<file path="config.mk">
export PLATFORM = sky130hd
export DESIGN_NAME = usb_resume_ctrl
export DESIGN_NICKNAME = d
export VERILOG_FILES = /design/src/rtl/usres_pkg.sv /design/src/rtl/usres_det.sv /design/src/rtl/usres_timer.sv /design/src/rtl/usb_resume_ctrl.sv
export SDC_FILE = /design/constraint.sdc
export NUM_CORES = 1
export LEC_CHECK = 0
export CORE_UTILIZATION = 50
export DETAILED_ROUTE_END_ITERATION = 6
export PLACE_DENSITY = 0.71
export SLEW_MARGIN = 20
export SYNTH_ARGS = -nofsm -noshare
export SYNTH_HDL_FRONTEND = slang
export SYNTH_SLANG_ARGS = --single-unit
</file>
<file path="constraint.sdc">
create_clock -name clk -period 2.8 [get_ports clk]
set_clock_uncertainty 0.05 [all_clocks]
set_input_delay 0.56 -clock clk [delete_from_list [all_inputs] [get_ports clk]]
set_output_delay 0.56 -clock clk [all_outputs]
set_load 0.1 [all_outputs]
</file>
<file path="src/rtl/usres_pkg.sv">
package usres_pkg;
  typedef enum logic [1:0] {ST_IDLE, ST_DRIVE, ST_QUIET} usres_st_t;
  localparam logic [1:0] LN_SE0 = 2'b00;
  localparam logic [1:0] LN_J   = 2'b01;
  localparam logic [1:0] LN_K   = 2'b10;
endpackage

</file>
<file path="src/rtl/usres_det.sv">
module usres_det #(
  parameter int DET_CYC = 150
) (
  input  logic clk,
  input  logic rst,
  input  logic enable,
  input  logic k_in,
  output logic hit
);
  localparam int CW = $clog2(DET_CYC + 1);
  localparam logic [CW-1:0] LAST = CW'(DET_CYC - 1);
  localparam logic [CW-1:0] FULL = CW'(DET_CYC);

  logic [CW-1:0] run_cnt;

  always_ff @(posedge clk) begin
    if (rst) begin
      run_cnt <= '0;
      hit     <= 1'b0;
    end else begin
      hit <= 1'b0;
      if (!enable || !k_in) begin
        run_cnt <= '0;
      end else if (run_cnt != FULL) begin
        run_cnt <= run_cnt + 1'b1;
        if (run_cnt == LAST) hit <= 1'b1;
      end
    end
  end

  assert_hit_pulse_R5: assert property (@(posedge clk) disable iff (rst)
    hit |=> !hit);
  assert_hit_after_k_R5: assert property (@(posedge clk) disable iff (rst)
    hit |-> $past(k_in) && $past(enable));
endmodule

</file>
<file path="src/rtl/usres_timer.sv">
module usres_timer #(
  parameter int CW = 16
) (
  input  logic          clk,
  input  logic          rst,
  input  logic          load,
  input  logic [CW-1:0] load_val,
  input  logic          run,
  input  logic          tick,
  output logic          expire
);
  logic [CW-1:0] cnt;
  logic [CW-1:0] top_q;

  assign expire = run && tick && (cnt == CW'(1));

  always_ff @(posedge clk) begin
    if (rst) begin
      cnt   <= '0;
      top_q <= '0;
    end else if (load) begin
      cnt   <= load_val;
      top_q <= load_val;
    end else if (run && tick && cnt != '0) begin
      cnt <= cnt - 1'b1;
    end
  end

  assert_cnt_in_range_R3: assert property (@(posedge clk) disable iff (rst)
    cnt <= top_q);
endmodule

</file>
<file path="src/rtl/usb_resume_ctrl.sv">
module usb_resume_ctrl
  import usres_pkg::*;
#(
  parameter int DEV_US   = 10000,
  parameter int HOST_US  = 21000,
  parameter int QUIET_US = 10000,
  parameter int DET_CYC  = 150
) (
  input  logic       clk,
  input  logic       rst,
  input  logic       us_tick,
  input  logic       host_mode,
  input  logic       resume_req,
  input  logic       bus_suspended,
  input  logic [1:0] line_state,
  output logic       drive_en,
  output logic [1:0] drive_line,
  output logic       resume_irq,
  output logic       susp_exit,
  output logic       sof_en,
  output logic       traffic_ok
);
  localparam int MAXV = (HOST_US > DEV_US) ? ((HOST_US > QUIET_US) ? HOST_US : QUIET_US)
                                           : ((DEV_US > QUIET_US) ? DEV_US : QUIET_US);
  localparam int CW = $clog2(MAXV + 1);

  usres_st_t st, st_nx;
  logic role_q, det_hit, start, expire, load;
  logic [CW-1:0] load_val;

  usres_det #(.DET_CYC(DET_CYC)) u_det (
    .clk(clk), .rst(rst), .enable(st != ST_DRIVE),
    .k_in(line_state == LN_K), .hit(det_hit));

  usres_timer #(.CW(CW)) u_tmr (
    .clk(clk), .rst(rst), .load(load), .load_val(load_val),
    .run(st != ST_IDLE), .tick(us_tick), .expire(expire));

  assign start    = (st == ST_IDLE) && (resume_req || (host_mode && det_hit));
  assign load     = start || (st == ST_DRIVE && expire && role_q);
  assign load_val = start ? (host_mode ? CW'(HOST_US) : CW'(DEV_US)) : CW'(QUIET_US);

  always_comb begin
    st_nx = st;
    case (st)
      ST_IDLE:  if (start) st_nx = ST_DRIVE;
      ST_DRIVE: if (expire) st_nx = role_q ? ST_QUIET : ST_IDLE;
      ST_QUIET: if (expire) st_nx = ST_IDLE;
      default:  st_nx = ST_IDLE;
    endcase
  end

  always_ff @(posedge clk) begin
    if (rst) begin
      st         <= ST_IDLE;
      role_q     <= 1'b0;
      drive_en   <= 1'b0;
      traffic_ok <= 1'b1;
      sof_en     <= 1'b0;
      susp_exit  <= 1'b0;
      resume_irq <= 1'b0;
    end else begin
      st         <= st_nx;
      drive_en   <= (st_nx == ST_DRIVE);
      traffic_ok <= (st_nx == ST_IDLE);
      resume_irq <= det_hit;
      if (start) role_q <= host_mode;
      if (!host_mode) sof_en <= 1'b0;
      else if (st == ST_DRIVE && expire && role_q) sof_en <= 1'b1;
      susp_exit  <= bus_suspended &&
                    (start || (line_state != LN_J && st != ST_DRIVE));
    end
  end

  assign drive_line = drive_en ? LN_K : LN_J;

  assert_no_traffic_in_drive_R4: assert property (@(posedge clk) disable iff (rst)
    drive_en |-> !traffic_ok);
  assert_quiet_not_redrive_R8: assert property (@(posedge clk) disable iff (rst)
    (st == ST_QUIET) |=> (st != ST_DRIVE));
  assert_irq_pulse_R5: assert property (@(posedge clk) disable iff (rst)
    resume_irq |=> !resume_irq);
  assert_no_irq_while_drive_R6: assert property (@(posedge clk) disable iff (rst)
    (st == ST_DRIVE) |=> !det_hit);
endmodule

</file>
Yosys cells after proc, flatten, opt, wreduce, memory -nomap -nowiden
Index checks and enable logic that the tools add are counted.
{ "classes": {"add_sub_neg": 2, "n_eq_ne": 9, "muxes": 11, "bitwise": 2, "reduce_logical": 23} }
{ "op_table": {"columns": ["op", "n"], "rows": [
  ["$mux 15", 4],
  ["$eq 15x1->1 const B", 1],
  ["$reduce_bool 15->1", 1],
  ["$sub 15x1->15 const B", 1],
  ["$mux 2", 5],
  ["$logic_and 1x1->1", 9],
  ["$add 8x1->8 const B", 1],
  ["$eq 8x8->1 const B", 1],
  ["$ne 8x8->1 const B", 1],
  ["$pmux 2 s3", 1],
  ["$eq 2x1->1 const B", 2],
  ["$eq 2x2->1 const B", 2],
  ["$logic_not 2->1", 2],
  ["$logic_or 1x1->1", 4],
  ["$ne 2x1->1 const B", 2],
  ["$reduce_bool 2->1", 2],
  ["$reduce_or 2->1", 2],
  ["$reduce_or 3->1", 1],
  ["$logic_not 1->1", 2],
  ["$not 1->1", 2],
  ["$mux 1", 1]
]} }
{ "totals": {"regBits": 32, "in_bits": 8, "output_inout_bits": 7, "wordCells": 57} }

Depth between registers and ports, before layout
{ "logic_depth": {"word_depth": 7, "mapped_depth": 7, "depth_no_buf": 7} }

By module
A second synthesis with hierarchy kept.
{ "hier_totals": {"cells_unflattened": 213, "area_unflattened_um2": 1788.0} }
{ "by_module_without_submodules": {"columns": ["mod", "n_inst", "cells_each", "area_per_inst_um2", "seq_area_each_um2"], "rows": [
  ["usres_timer", 1, 126, 999.7, 300.3],
  ["usres_det", 1, 49, 439.2, 180.2],
  ["usb_resume_ctrl", 1, 38, 349.1, 160.2]
]} }

Worst setup path before layout
Ideal clock, no wire load.
{ "synth_path": {"path_kind": "register to output", "from": "register drive_en", "to": "output port drive_line[0]", "arrival_time_ps": 1634, "required_ps": 2190, "setup_slack_ps": 556, "path_stages_with_launch": 2, "n_path_buf": 0, "path_cell_list": "dfxtp_1 -> inv_1"} }
{ "synth_between": {"elab_chain_cells": 1} }
{ "synth_rtl": {"columns": ["element", "line_no", "source"], "rows": [
  ["from (decl)", "usb_resume_ctrl.sv:16", "output logic drive_en,"],
  ["from (signal assigned)", "usb_resume_ctrl.sv:64", "drive_en <= (st_nx == ST_DRIVE);"],
  ["$mux 2", "usb_resume_ctrl.sv:75", "assign drive_line = drive_en ? LN_K : LN_J;"],
  ["to (decl)", "usb_resume_ctrl.sv:17", "output logic [1:0] drive_line,"]
]} }
No other way between the ends.

Worst setup path in the final report
{ "layout_path": {"from": "register u_tmr.cnt[0]", "to": "register u_tmr.cnt[10]"} }
{ "layout_between": {"elab_chain_cells": 6, "elab_cells_between_ends": 11, "cone_classes": "1 x add/sub; 1 x eq/ne; 2 x mux; 7 x reduce/logical"} }
{ "layout_rtl": {"columns": ["element", "line_no", "source"], "rows": [
  ["from (decl)", "usres_timer.sv:12", "logic [CW-1:0] cnt;"],
  ["from (signal assigned)", "usres_timer.sv:22", "cnt <= load_val;"],
  ["from (signal assigned)", "usres_timer.sv:25", "cnt <= cnt - 1'b1;"],
  ["parallel branches: the longest is 6 deep, another holds $sub 15x1->15", null, null]
]} }
Parallel ways; which one is timed is not known. The select of a mux whose other input is x is not followed.
A chain may end at the register's enable or synchronous reset.

==> metrics.txt <==
leakage power figure around 0.62 nW; worst min path class register to register; Arr. time, crit path 2.43 ns; initial drt markers 40; Final #Nets 199; Die W 57.2 um; Tmin final 2.22 ns; synth warn 0; largest family of logic cells by synthesized area simple AND/OR/NAND/NOR gates; Max Clk Rate 450 MHz; Synth Area in Compound Gates 0.102; Synth area leaders dfxtp_1 (42%), xor2_1 (5.8%), nor2_1 (5.4%), xnor2_1 (4.6%), ha_1 (4.1%); clock transition at the registers of the reported paths 0.11 ns; routed length per instance 13.6 um; Distinct cells, synth 42; Fin. Hold Viols 0; failing checks DRC; first-pass GRT wire length about 5.0 mm; syn_area_per_cell around 9.1 um^2; Power, Total 0.00106 W; pre-CTS setup slack 0.455 ns; Worst setup EP type register; RSZ-0062 raised after global routing no; die height 57.2 um; Seq/Total Area, Yosys 0.421; max-slew violations 0; total number of vias between 1000 and 1500; Post-Syn Instances 168; GPL Wtd Cong between 0.8 and 0.9; Reg area ~640 um^2; # fillers 241; WHS 0.434 ns; Critical Path Start Type register; Antenna Nets Post-Route 0; grt total ovfl 0; CTS Buf Count 5; top cell type by total area after synthesis dfxtp_1; cell row count 19; diode count 0; total track usage 0.201; final WL just under 3 mm; Max Cap Viol 0; CP max FO 5; core region area 2830 um^2; PortBufs 14; CTS sink count 32; clk_lat worst skew roughly 0.34 ns; xor and xnor area share after synthesis 0.104; mux contribution to synthesized area 0; Multi-input gate area approximately 830 um^2; adder-cell share of the synthesized area 0.0411; Post-Synth Simple-Gate Area 0.300; r2r setup slk 0.58 ns; synthesis-stage register bit count 32; CTS Root Cell clkbuf_4; vias in the first global route approximately 1100; worst vdd ir approximately 0.28 mV; status complete, but fails checks; Post-Syn Area between 1500 and 2000 um^2; Required @ worst endpoint between 3 and 4 ns; setup violators final 0; final worst slack between 0.5 and 0.6 ns; drt drc 3; Post-Syn Nets about 180; HPWL after DPL between 2 and 2.5 mm; Via-to-Cell Ratio ~5.7; Synth-to-Final Area Change 14.6%; worst-margin pin slew about 0.47 ns; Tcrit/Tclk final 0.794; Crit Path Category register to register; clock tree buffer depth 2; CTS tree built; Synth top area share 0.421; fraction of layout cells with a size suffix above 1 0.134; CTS resizes 0; Pwr Density 606 nW/um^2; H-tree depth 2; Starting Density 0.538; Setup Fix Bufs, Post-CTS 0; normalized max-slew margin 0.688; hold buffers post-CTS 0; 1st-pass router iterations 6; number of antenna violations at the first check in global routing 0; Sum Neg Setup Slack 0 ns; largest net degree at the start of global routing 15; num ports 15; die area 3270 um^2
-- cells in the mapped netlist --
library cell	number
nor4_2	1
o41ai_1	1
or4_1	3
nand4_1	2
o31ai_1	1
o21a_1	1
nand4bb_1	1
or2_4	1
nand2_1	7
dfxtp_1	32
buf_6	1
o21ai_2	1
nor3_2	1
a31o_1	1
nor2_1	22
nor3_1	5
o21ai_0	1
nand2b_2	1
inv_1	6
and3_1	2
nand2b_1	3
or4b_4	1
a21oi_1	12
o22ai_1	2
buf_4	1
nor4b_1	1
nand4b_1	1
nor3b_1	3
nor2b_1	2
xor2_1	10
or3_1	4
clkbuf_1	2
nand3b_1	3
ha_1	5
xnor2_1	8
or3_4	1
nand3_1	9
o31a_1	1
nor4_1	2
or4_4	2
a31oi_1	2
a211oi_1	2
-- sequential cells by signal, indices dropped and copies added (netlist names) --
| signal | cells |
|---|---|
| traffic_ok | 1 |
| u_det.run_cnt | 8 |
| drive_en | 1 |
| st | 2 |
| role_q | 1 |
| resume_irq | 1 |
| sof_en | 1 |
| susp_exit | 1 |
| u_det.hit | 1 |
| u_tmr.cnt | 15 |
-- stage by stage --
stage / std cells / cell area (um^2) / util
final: 218 / 1740 / 0.617
after global routing: 218 / 1740 / 0.617
after CTS: 218 / 1740 / 0.617
after detailed placement: 210 / 1660 / 0.588
after global placement: 210 / 1660 / 0.588
after floorplan: 168 / 1520 / -
-- cells in the final DEF, fill, tap and decap left out, types with 4 or more instances in the layout --
| cell | netlist | layout |
|---|---|---|
| buf_4 | 1 | 8 |
| a21oi_1 | 12 | 12 |
| or3_1 | 4 | 4 |
| clkbuf_4 | 0 | 5 |
| inv_1 | 6 | 6 |
| nand2_1 | 7 | 7 |
| clkdlybuf4s50_1 | 0 | 7 |
| nor2_1 | 22 | 22 |
| xnor2_1 | 8 | 8 |
| nand3_1 | 9 | 9 |
| xor2_1 | 10 | 10 |
| ha_1 | 5 | 5 |
| dfxtp_1 | 32 | 32 |
| nor3_1 | 5 | 5 |
-- power breakdown --
part / internal, W / total [W] / switching, W
combinational: 0.0000769 / 0.000202 / 0.000125
sequential: 0.000477 / 0.000498 / 0.0000218
clock: 0.000186 / 0.000356 / 0.000170
-- cell type report --
| type | count | area share |
|---|---|---|
| Clock buffer | 5 | 0.0215 |
| Clock inverter | 3 | 0.0244 |
| Inverter | 6 | 0.0129 |
| Multi-Input combinational cell | 126 | 0.477 |
| Sequential cell | 32 | 0.367 |
| Tap cell | 31 | 0.0222 |
| Timing Repair Buffer | 15 | 0.0746 |
-- cells by family after synthesis --
group | after synthesis
AND/OR/NAND/NOR | 78
flip-flops | 32
buffers and inverters | 10
adder cells (fa/ha/maj) | 5
AO/OA/AOI/OAI | 25
XOR/XNOR | 18
-- per-layer routing --
layer	share of wire	global-route usage	vias to the layer above
li1	-	-	634
met1	0.49	0.251	571
met2	0.45	0.323	27
met3	0.049	0.0612	4
met4	0.013	0.0836	0
met5	0	0	-
-- final timing paths --
kind	depth (start not counted)	startpoint	to
max	7	u_tmr.cnt[0]	u_tmr.cnt[10]
min	2	u_tmr.cnt[14]	u_tmr.cnt[14]
max reg2reg	7	u_tmr.cnt[0]	u_tmr.cnt[10]
min reg2reg	2	u_tmr.cnt[14]	u_tmr.cnt[14]
-- critical path, cell delays in order, from the launching register on --
cell	delay (ns)
dfxtp_1	0.37
inv_1	0.07
ha_1	0.19
or4b_4	0.52
nor3_2	0.20
nand2_1	0.14
or4_1	0.43
a31oi_1	0.18
No activity file was read; power rests on OpenSTA's default activity.
